**config.mk**
```make
export PLATFORM = sky130hd
export DESIGN_NAME = sclk_prescaler
export DESIGN_NICKNAME = d
export VERILOG_FILES = /design/src/rtl/sclk_prescaler_pkg.sv /design/src/rtl/sclk_mod_counter.sv /design/src/rtl/sclk_phase_gen.sv /design/src/rtl/sclk_prescaler.sv
export SDC_FILE = /design/constraint.sdc
export NUM_CORES = 1
export LEC_CHECK = 0
export ABC_AREA = 0
export BUFFER_PORTS_ARGS = -buffer_cell sky130_fd_sc_hd__buf_2
export CORE_ASPECT_RATIO = 0.5
export CORE_MARGIN = 3
export CORE_UTILIZATION = 33
export CTS_CLUSTER_SIZE = 28
export DETAILED_ROUTE_END_ITERATION = 10
export MAX_ROUTING_LAYER = met4
export SYNTH_ARGS = -nofsm -noshare
export SYNTH_HDL_FRONTEND = slang
export SYNTH_SLANG_ARGS = --single-unit
```
**constraint.sdc**
```tcl
create_clock -name clk -period 3.4 [get_ports clk]
set_input_delay 0 -clock clk [delete_from_list [all_inputs] [get_ports clk]]
set_output_delay 0 -clock clk [all_outputs]
set_load 0.02 [all_outputs]
```
**src/rtl/sclk_prescaler_pkg.sv**
```systemverilog
package sclk_prescaler_pkg;
  localparam int CFG_W     = 16;
  localparam int FA_W      = 2;
  localparam int FB_W      = 6;
  localparam int FA_LSB    = 14;
  localparam int FB_LSB    = 8;
  localparam int SCL_STEPS = 22;

  typedef struct packed {
    logic [FA_W-1:0] fa;
    logic [FB_W-1:0] fb;
  } div_fields_t;

  function automatic div_fields_t unpack_cfg(input logic [CFG_W-1:0] w);
    div_fields_t f;
    f.fa = w[FA_LSB +: FA_W];
    f.fb = w[FB_LSB +: FB_W];
    return f;
  endfunction
endpackage

```
**src/rtl/sclk_mod_counter.sv**
```systemverilog
module sclk_mod_counter #(
  parameter int W = 4
) (
  input  logic         clk,
  input  logic         rst_n,
  input  logic         clr,
  input  logic         step,
  input  logic [W-1:0] limit,
  output logic         at_limit,
  output logic         wrap
);
  logic [W-1:0] cnt_q, cnt_d;

  assign at_limit = (cnt_q == limit);
  assign wrap     = step && at_limit && !clr;

  always_comb begin
    cnt_d = cnt_q;
    if (clr)           cnt_d = '0;
    else if (step)     cnt_d = at_limit ? '0 : cnt_q + 1'b1;
  end

  always_ff @(posedge clk or negedge rst_n) begin
    if (!rst_n) cnt_q <= '0;
    else        cnt_q <= cnt_d;
  end
endmodule

```
**src/rtl/sclk_phase_gen.sv**
```systemverilog
module sclk_phase_gen #(
  parameter int STEPS = 22
) (
  input  logic clk,
  input  logic rst_n,
  input  logic clr,
  input  logic step,
  output logic high_half
);
  localparam int PW   = $clog2(STEPS);
  localparam int HALF = STEPS / 2;
  localparam logic [PW-1:0] LAST  = PW'(STEPS - 1);
  localparam logic [PW-1:0] HSTART = PW'(HALF);

  logic [PW-1:0] ph_q, ph_d;

  always_comb begin
    ph_d = ph_q;
    if (clr)       ph_d = '0;
    else if (step) ph_d = (ph_q == LAST) ? '0 : ph_q + 1'b1;
  end

  always_ff @(posedge clk or negedge rst_n) begin
    if (!rst_n) ph_q <= '0;
    else        ph_q <= ph_d;
  end

  assign high_half = (ph_q >= HSTART);
endmodule

```
**src/rtl/sclk_prescaler.sv**
```systemverilog
module sclk_prescaler
  import sclk_prescaler_pkg::*;
#(
  parameter int STEPS = SCL_STEPS
) (
  input  logic             clk,
  input  logic             rst_n,
  input  logic             en,
  input  logic [CFG_W-1:0] cfg_word,
  output logic             sample_stb,
  output logic             scl_high
);
  div_fields_t fld_now, fld_q;
  logic        restart, clr_all;
  logic        wrap_a, last_a, wrap_b, last_b;
  logic        stb_d, stb_q;
  logic        unused_low;

  assign fld_now    = unpack_cfg(cfg_word);
  assign unused_low = ^cfg_word[FB_LSB-1:0];

  // Divisor snapshot: a mismatch restarts the chain.
  always_ff @(posedge clk or negedge rst_n) begin
    if (!rst_n) fld_q <= '0;
    else        fld_q <= fld_now;
  end

  assign restart = (fld_now != fld_q);
  assign clr_all = !en || restart;

  sclk_mod_counter #(.W(FA_W)) u_stage_a (
    .clk      (clk),
    .rst_n    (rst_n),
    .clr      (clr_all),
    .step     (1'b1),
    .limit    (fld_now.fa),
    .at_limit (last_a),
    .wrap     (wrap_a)
  );

  sclk_mod_counter #(.W(FB_W)) u_stage_b (
    .clk      (clk),
    .rst_n    (rst_n),
    .clr      (clr_all),
    .step     (wrap_a),
    .limit    (fld_now.fb),
    .at_limit (last_b),
    .wrap     (wrap_b)
  );

  assign stb_d = wrap_b;

  always_ff @(posedge clk or negedge rst_n) begin
    if (!rst_n) stb_q <= 1'b0;
    else        stb_q <= stb_d;
  end

  sclk_phase_gen #(.STEPS(STEPS)) u_phase (
    .clk       (clk),
    .rst_n     (rst_n),
    .clr       (clr_all),
    .step      (stb_d),
    .high_half (scl_high)
  );

  assign sample_stb = stb_q;
endmodule

```
==> metrics.txt, run 1 <==
Rows=14; Data required, critical path=roughly 3.6 ns; dpl hpwl=around 1600 um; Area Growth Syn to Fin=21.34%; nature of the critical path startpoint=register; unrepaired setup endpoints after global routing=false; Crit Path Category=register to register; CTS tree=built; Sink Count=22; port bufs=12; post-synthesis sequential area ratio=0.4767; Max H-tree Level=1; hold crit path type=input pin to asynchronous set/reset pin; Setup violations, final=0; PD cells=between 300 and 400 nW/um^2; Peak Freq=491.0 MHz; area leader, netlist=dfrtp_1; via count=between 800 and 900; max-cap viol count=0; Mean Syn Cell Area=between 10 and 15 sq um; chip height=roughly 48 um; DRC viols=0; initial antenna violation count=0; clk_skew=about 0.0078 ns; die area=between 4000 and 5000 sq um; Syn Nets=between 100 and 150; CP Capture Type=register; worst vdd ir=around 0.12 mV; Initial DRC Count=22; first-pass GRT wire length=3981 um; Overall Global Routing Usage=0.1275; Synth top area share=0.4767; Slew @ Worst Pin=slightly above 0.6 ns; Post-CTS Setup Bufs=0; Mapped Area=~1200 sq um; fin util=0.4420; clock latency on the worst-skew pair=approximately 0.26 ns; DRT antenna net count=0; WP data arrival=between 2 and 2.5 ns; max incr delay on CP=~0.65 ns; cell chain of the critical path=xor2_1, or4_4, or4_1, a21oi_1; CP max stage cell=or4_4; Tcrit/Tclk final=0.5991; Syn Inst Count=about 110; Wirelength per Cell=12.78 um; GR Overflow Total=0; CP Max Fanout=14; outcome=completed; Starting Density=0.3642; total power=0.0005010 W; fin area=between 1000 and 1500 sq um; n_diodes=0; Period minus WS final=2.037 ns; placed inst area=approximately 1300 sq um; Cell variety after synth=29; Die Span X=around 90 um; layout cells sized above 1=0.1462; Pre-Repair DR Iteration Count=5; Setup TNS=0 ns; cts bufs inserted=3; Final Routed Wirelength=2275 um; Area contributors post-synth=dfrtp_1 (48%), xor2_1 (9.9%), xnor2_1 (6.1%); nets=approximately 150; vias in the first global route=just under 900; Clock Tree Buf Depth=2; core area=3171 sq um; largest net degree at the start of global routing=23; Slew Limit Fails=0; # fillers=313; worst hold slack=0.2271 ns; Yosys Warn Count=0; Slew Limit Headroom=0.5952; leakage=about 0.58 nW; # IOs=21; placer's final routability congestion estimate=just under 0.8; clk root buf=clkbuf_8; Vias/cell=around 5.0; post-synthesis register bit count=22; final hold vios=0; Clock transition at path regs=roughly 0.080 ns
## cell usage in the layout (no fill, tap or decap), types with 3 or more instances in the layout
cell type	instances
a211o_1	4
a21oi_1	9
buf_2	12
clkbuf_8	4
dfrtp_1	22
dlygate4sd3_1	9
ha_1	3
nand2_1	4
nand3_1	5
nand4_1	3
nor2_1	4
nor3_1	4
o31ai_1	3
or4_1	4
xnor2_1	8
xor2_1	13
## cell usage after synthesis
cell / count
a211o_1: 4
a21o_1: 2
a21oi_1: 9
a31oi_1: 1
and2_1: 1
and4_1: 1
and4b_1: 1
buf_6: 1
clkbuf_1: 2
dfrtp_1: 22
ha_1: 3
inv_1: 2
nand2_1: 4
nand3_1: 5
nand4_1: 3
nor2_1: 4
nor3_1: 4
nor3b_1: 2
nor4_1: 1
o211ai_1: 2
o21ai_0: 2
o31ai_1: 3
or3_2: 1
or4_1: 4
or4_2: 1
or4_4: 1
or4b_1: 1
xnor2_1: 8
xor2_1: 13
## worst max-delay path, delay by kind of cell, from the launching register on
family | cells | cell delay (ns)
flops | 1 | 0.44
compound gates | 1 | 0.17
simple gates | 2 | 1.17
xor+xnor | 1 | 0.18
## sequential cells by signal, indices dropped and copies added (netlist names)
register	count
fld_q	8
sample_stb	1
u_phase.ph_q	5
u_stage_a.cnt_q	2
u_stage_b.cnt_q	6
## timing repair
action / 4_1_cts / 5_1_grt
hold buffers: 9 / 0
endpoints found under the hold margin: 30 / 0
resized for setup: 0 / 0
## logic make-up after synthesis
| logic type | Yosys count | share of synthesized area |
|---|---|---|
| and+or+nand+nor | 34 | 0.1798 |
| adders and majority gates | 3 | 0.03251 |
| DFF | 22 | 0.4767 |
| xor gates and xnor gates | 21 | 0.1593 |
| AOI/OAI and AO/OA | 23 | 0.1289 |
| buffers and inverters | 5 | 0.02276 |
## area by class of cell
cell class              instances  area (sq um)  area share
flip-flops and latches         22         550.5      0.3929
multi-input cells              81         578.1      0.4125
inverters                       2         7.507    0.005357
well taps                      48         60.06     0.04286
clock buffers                   4         55.05     0.03929
repair buffers                 21         150.1      0.1071
## where the power goes
group | leakage, nW | switching (W) | internal, W
logic | 0.258 | 0.0000238 | 0.0000207
clock network | 0.0288 | 0.0000846 | 0.000103
registers | 0.289 | 0.00000235 | 0.000266
total | 0.576 | 0.000111 | 0.000390
## worst paths after layout
path / cells past startpoint / slack, ns / startpoint / end
max in group asynchronous: 2 / 2.82 / rst_n / fld_q[0]
min in group clk: 3 / 0.34 / en / u_stage_b.cnt_q[5]
hold / removal: 2 / 0.23 / rst_n / u_phase.ph_q[1]
setup reg to reg: 4 / 1.36 / u_stage_a.cnt_q[0] / u_phase.ph_q[4]
setup / recovery: 4 / 1.36 / u_stage_a.cnt_q[0] / u_phase.ph_q[4]
hold reg to reg: 1 / 0.54 / u_stage_a.cnt_q[0] / u_stage_a.cnt_q[0]
## metrics by stage
stage	setup WS [ns]	std cells
4_1_cts	1.360	178
5_1_grt	1.203	178
3_5_place_dp	1.370	165
6_report	1.363	178
3_3_place_gp	1.421	165
2_1_floorplan	1.532	108
## routing by layer
| metal | share of wire | wire [um] | global-route usage | up-vias |
|---|---|---|---|---|
| li1 | - | - | - | 442 |
| met1 | 0.49 | 1105 | 0.1587 | 424 |
| met2 | 0.46 | 1049 | 0.2108 | 16 |
| met3 | 0.046 | 104 | 0.03608 | 5 |
| met4 | 0.0070 | 16 | 0.02671 | 0 |
| met5 | 0 | 0 | - | - |
No activity file was read; power rests on OpenSTA's default activity.
==> inputs of run 2 (changes only) <==
==> constraint.sdc (replaced) <==
create_clock -name clk -period 1.92 [get_ports clk]
set_input_delay 0 -clock clk [delete_from_list [all_inputs] [get_ports clk]]
set_output_delay 0 -clock clk [all_outputs]
set_load 0.02 [all_outputs]
==> run 2 against run 1 <==
Effect of this change:
- worst hold slack lost 0.065 ns
- combinational power grew 85%
- register-to-register slack lost 1.3 ns
- fmax grew 8.4%
- global-route usage grew 0.059 points
- clock skew grew 0.0013 ns
- core utilization grew 2.2 points
- power grew 77%
- first-iteration DRC count grew 45%
- die area is the same
- critical endpoint is now u_phase.ph_q[2]
- highest routed layer unchanged
==> metrics.txt, run 2 (same netlist as run 1, synthesis figures left out) <==
Starting Density=0.3642; Slew Limit Headroom=0.6615; Hold Startpoint=en; die area=4288 sq um; GR Overflow Total=0; Area Growth Syn to Fin=27.52%; critical path depth in cells=5; GRT busiest layer=met2; CP startpoint=u_stage_a.cnt_q[0]; Top reg by flops=fld_q; Final Routed Wirelength=2364 um; Multi-input gate area=585.6 sq um; final hold vios=0; clk root buf=clkbuf_8; PD cells=roughly 600 nW/um^2; DRC viols=0; reg2reg start=u_stage_a.cnt_q[0]; WP data arrival=between 2 and 2.5 ns; cell chain of the critical path=xor2_1, or4_4, buf_6, or4_1, a21oi_1; fin util=0.4645; CP max stage cell=or4_4; outcome=completed; WP buf/inv=1; Rows=14; placer's final routability congestion estimate=0.8280; # IOs=21; Pre-Repair DR Iteration Count=6; max incr delay on CP=around 0.60 ns; Overall Global Routing Usage=0.1281; Largest regs=fld_q (8), u_stage_b.cnt_q (6), u_phase.ph_q (5); vias in the first global route=~840; # fillers=roughly 300; unrepaired setup endpoints after global routing=true; cts bufs inserted=3; port bufs=12; CP Capture Type=register; Die Span X=between 80 and 90 um; Max H-tree Level=1; Wirelength per Cell=12.71 um; dpl hpwl=between 1500 and 2000 um; Global Route met2 Usage=0.2093; commonest non-fill, non-tap cells in the layout=dfrtp_1 (22), xor2_1 (13), buf_2 (12); clk_skew=just over 0.009 ns; grt met1 use=0.1541; Reg area=roughly 550 sq um; largest net degree at the start of global routing=23; Slew @ Worst Pin=around 0.51 ns; n_diodes=0; Period minus WS final=roughly 1.9 ns; Initial DRC Count=32; layout cells sized above 1=0.2101; Peak Freq=around 530 MHz; number of flip-flops in the largest register=8; chip height=47.83 um; GR Util met3=0.04296; first-pass GRT wire length=3877 um; worst vdd ir=approximately 0.36 mV; Slew Limit Fails=0; Vias/cell=a little under 5; initial antenna violation count=0; Sink Count=22; clock latency on the worst-skew pair=0.26 ns; DRT antenna net count=0; Layout Cells excl Fill=between 150 and 200; nets=~160; CP Max Fanout=7; hold path depth=4; delay-heaviest family, CP=simple AND/OR/NAND/NOR gates; worst setup margin=between 0.04 and 0.05 ns; worst hold slack=~0.16 ns; Data required, critical path=2.12 ns; core area=between 3000 and 4000 sq um; commonest non-fill, non-tap cell in the layout=dfrtp_1; Setup violations, final=0; Clock Tree Buf Depth=2; Tcrit/Tclk final=0.9786; leakage=around 0.62 nW; R2R depth=5; nature of the critical path startpoint=register; max-cap viol count=0; Clock transition at path regs=~0.080 ns; Crit Path Category=register to register; dpl ws=about 0.033 ns; placed cells=172; CTS tree=built; via count=approximately 900; hold crit path type=input pin to register
run 2: report_power, final:
part	internal (W)	leakage (nW)	total, W	switching (W)
Clock	0.000183	0.0288	0.000331	0.000148
Combinational	0.0000388	0.299	0.0000823	0.0000435
Sequential	0.000472	0.289	0.000475	0.00000374
run 2: cell type report:
| class | instances | share of cell area |
|---|---|---|
| repair buffers | 29 | 0.1453 |
| well taps | 48 | 0.04078 |
| flip-flops and latches | 22 | 0.3738 |
| multi-input cells | 81 | 0.3976 |
| clock buffers | 4 | 0.03738 |
| inverters | 2 | 0.005098 |
run 2: worst paths after layout:
path,to,slack (ns)
max reg2reg,u_phase.ph_q[2],0.04
max in group asynchronous,fld_q[0],1.33
min,u_phase.ph_q[3],0.16
max,u_phase.ph_q[2],0.04
min in group asynchronous,u_phase.ph_q[2],0.23
min reg2reg,u_stage_a.cnt_q[0],0.57
run 2: metrics by stage:
step / setup TNS (ns) / area (sq um) / power (W)
after global placement: 0 / 1309 / 0.0005513
after global routing: -0.003618 / 1473 / 0.0009302
after detailed placement: 0 / 1309 / 0.0005526
final: 0 / 1473 / 0.0008883
after CTS: 0 / 1454 / 0.0009037
after floorplan: 0 / 1155 / 0.0005176
run 2: metal layers:
metal	wire length (um)	up-vias
met1	1151	413
met4	38	0
met3	99	6
met5	0	-
met2	1075	21
li1	-	458
run 2: worst register-to-register path, stage by stage, from the launching register on:
cell,delay [ns]
dfrtp_1,0.39
xor2_1,0.16
or4_4,0.60
buf_6,0.15
or4_1,0.39
a21oi_1,0.13
run 2: repair_timing:
item | CTS | global route
hold buffers | 9 | 0
hold endpoints to repair | 30 | 0
endpoints found under the setup margin | 0 | 4
resized for setup | 0 | 3
setup buffers | 0 | 2
==> inputs of run 3 (changes only) <==
--- a/config.mk
+++ b/config.mk
@@ -5,7 +5,7 @@
 export SDC_FILE = /design/constraint.sdc
 export NUM_CORES = 1
 export LEC_CHECK = 0
-export ABC_AREA = 0
+export ABC_AREA = 1
 export BUFFER_PORTS_ARGS = -buffer_cell sky130_fd_sc_hd__buf_2
 export CORE_ASPECT_RATIO = 0.5
 export CORE_MARGIN = 3
==> constraint.sdc (replaced) <==
create_clock -name clk -period 1.92 [get_ports clk]
set_input_delay 0.288 -clock clk [delete_from_list [all_inputs] [get_ports clk]]
set_output_delay 0.288 -clock clk [all_outputs]
set_load 0.02 [all_outputs]
==> run 3 against run 2 <==
Effect of this change:
- critical path depth up 1
- synthesized cell count increased by 36%
- the flow now finishes with violations (negative hold slack)
- sequential power is essentially flat
- power decreased by 6.8%
- highest routed layer unchanged
==> metrics.txt, run 3 <==
Pre-Repair DR Iteration Count=4; vias in the first global route=878; DRT antenna net count=0; DRC viols=0; ys async rst share=1.000; Post-CTS Setup Bufs=0; max-cap viol count=0; Vias/cell=4.348; outcome=finished with violations; fin util=0.4251; initial antenna violation count=0; die area=roughly 4500 sq um; Slew Limit Fails=0; Slew @ Worst Pin=between 0.5 and 0.6 ns; first-pass GRT wire length=around 3900 um; sequential share of power=0.574; Period minus WS final=approximately 1.7 ns; core area=3276 sq um; via count=a little over 900; Starting Density=0.3759; Clock transition at path regs=0.07 ns; top_reg_cell synth=dfrtp_1; fin area=between 1000 and 1500 sq um; Setup TNS=0 ns; Peak Freq=~600 MHz; Tcrit/Tclk final=0.8831; GR Overflow Total=0; Synth top area share=0.4472; dpl ws=0.4597 ns; CTS resizes=0; Clk pwr share=0.341; Clock Tree Buf Depth=2; share of power burned in combinational logic=0.085; most common cell in the netlist=nand2_1; clk root buf=clkbuf_8; area leader, netlist=dfrtp_1; Area contributors post-synth=dfrtp_1 (45%), nand2_1 (13%), xor2_1 (7.1%); Overall Global Routing Usage=0.1153; Crit Path Category=register to primary output; reg2reg end=u_stage_b.cnt_q[2]; worst setup margin=~0.22 ns; Setup violations, final=0; dpl hpwl=~1700 um; Sink Count=22; Pint=0.0006372 W; Max H-tree Level=1; clk_skew=0.001399 ns; final hold vios=22; worst vdd ir=between 0.15 and 0.2 mV; Syn Nets=between 150 and 200; Syn Inst Count=147; largest net degree at the start of global routing=23; Mean Syn Cell Area=about 8.4 sq um; placer's final routability congestion estimate=0.8227; reported net switching power=between 0.00015 and 0.0002 W; post-synthesis register bit count=22; layout cells sized above 1=0.2160; nets=about 190; Die Span X=roughly 90 um; Final Routed Wirelength=between 2000 and 2500 um; cts bufs inserted=3; CP Max Fanout=5; Cell variety after synth=21; Multi-input gate area=between 500 and 600 sq um; commonest non-fill, non-tap cells in the layout=nand2_1 (42), dfrtp_1 (22), inv_1 (21); placed inst area=between 1000 and 1500 sq um; sw frac=0.2304; failing checks=negative hold slack; Slew Limit Headroom=0.6658; Initial DRC Count=30; port bufs=12; hold crit path type=input pin to asynchronous set/reset pin; Area Growth Syn to Fin=13.11%; # fillers=approximately 350; number of flip-flops in the largest register=8; R2R depth=6; Reg area=550.5 sq um; Rows=14; commonest non-fill, non-tap cell in the layout=nand2_1; leakage=approximately 0.75 nW; n_diodes=0; CTS tree=built; # IOs=21; Commonest cells post-synth=nand2_1 (42), dfrtp_1 (22), inv_1 (21), nor2_1 (10), xor2_1 (10); PD cells=between 500 and 600 nW/um^2; Yosys Warn Count=0; chip height=49.19 um; Mapped Area=approximately 1200 sq um; unrepaired setup endpoints after global routing=false; CP Capture Type=primary output; Top reg by flops=fld_q; worst hold slack=-0.01525 ns; Wirelength per Cell=approximately 11 um; R2R setup slack=around 0.50 ns; Data required, critical path=1.63 ns; number of flops mapped to enable cells by yosys=0; reg2reg start=u_stage_a.cnt_q[0]; nature of the critical path startpoint=register; Largest regs=fld_q (8), u_stage_b.cnt_q (6), u_phase.ph_q (5); WP data arrival=between 1 and 1.5 ns; # hold bufs at CTS=0; clock latency on the worst-skew pair=0.26 ns; post-synthesis sequential area ratio=0.4472
-- run 3: cell types whose count changed after synthesis, moves of 4 or more --
cell,change
inv_1,+19
nand2_1,+38
o21ai_2,+5
nand3_2,+4
xnor2_1,-4
a211o_1,-4
nor3_1,-4
nor2_1,+6
a21oi_1,-8
or4_1,-4
nor2_2,+5
-- run 3: worst max-delay path by stage --
stage / from / cells past startpoint / slack [ns] / to
finish: u_phase.ph_q[0] / 6 / 0.22 / scl_high
global route: u_phase.ph_q[0] / 6 / 0.13 / scl_high
CTS: u_phase.ph_q[0] / 6 / 0.21 / scl_high
detailed placement: cfg_word[15] / 9 / 0.46 / u_stage_b.cnt_q[2]
global placement: cfg_word[15] / 9 / 0.48 / u_stage_b.cnt_q[3]
floorplan: fld_q[6] / 5 / 0.65 / u_stage_b.cnt_q[0]
-- run 3: layout make-up --
cell class              instances  share of cell area
multi-input cells             101              0.4241
flip-flops and latches         22              0.3953
clock buffers                   3             0.02965
inverters                      24             0.06469
repair buffers                 12             0.04313
well taps                      48             0.04313
-- run 3: critical path: stages (launching register included) --
cell and delay, ns:
dfrtp_1 0.43, ha_1 0.23, nor2_1 0.12, o21ai_0 0.11, nand2_1 0.07, nand2_1 0.04, buf_2 0.15
-- run 3: kinds of logic after synthesis --
kind of cell    synth area share
buf+inv                  0.07317
xor+xnor                 0.09959
simple gates              0.3018
flops                     0.4472
compound gates           0.04775
fa+ha+maj                0.03049
-- run 3: per-stage QoR --
stage	cells	power, W
global placement	207	0.0005550
CTS	210	0.0008435
floorplan	147	0.0005237
global route	210	0.0008730
detailed placement	207	0.0005566
finish	210	0.0008280
-- run 3: power groups by stage --
| stage | Clock, W | Sequential, W | Combinational, W |
|---|---|---|---|
| floorplan | 0 | 0.000484 | 0.0000398 |
| global placement | 0 | 0.000484 | 0.0000709 |
| detailed placement | 0 | 0.000484 | 0.0000721 |
| CTS | 0.000296 | 0.000475 | 0.0000724 |
| global route | 0.000315 | 0.000476 | 0.0000812 |
| finish | 0.000283 | 0.000475 | 0.0000701 |
-- run 3: layer usage --
metal,up-vias,wire length [um],track usage
li1,487,-,-
met1,408,1075,0.1378
met2,14,1023,0.1825
met3,4,71,0.03698
met4,0,40,0.04433
met5,-,0,-
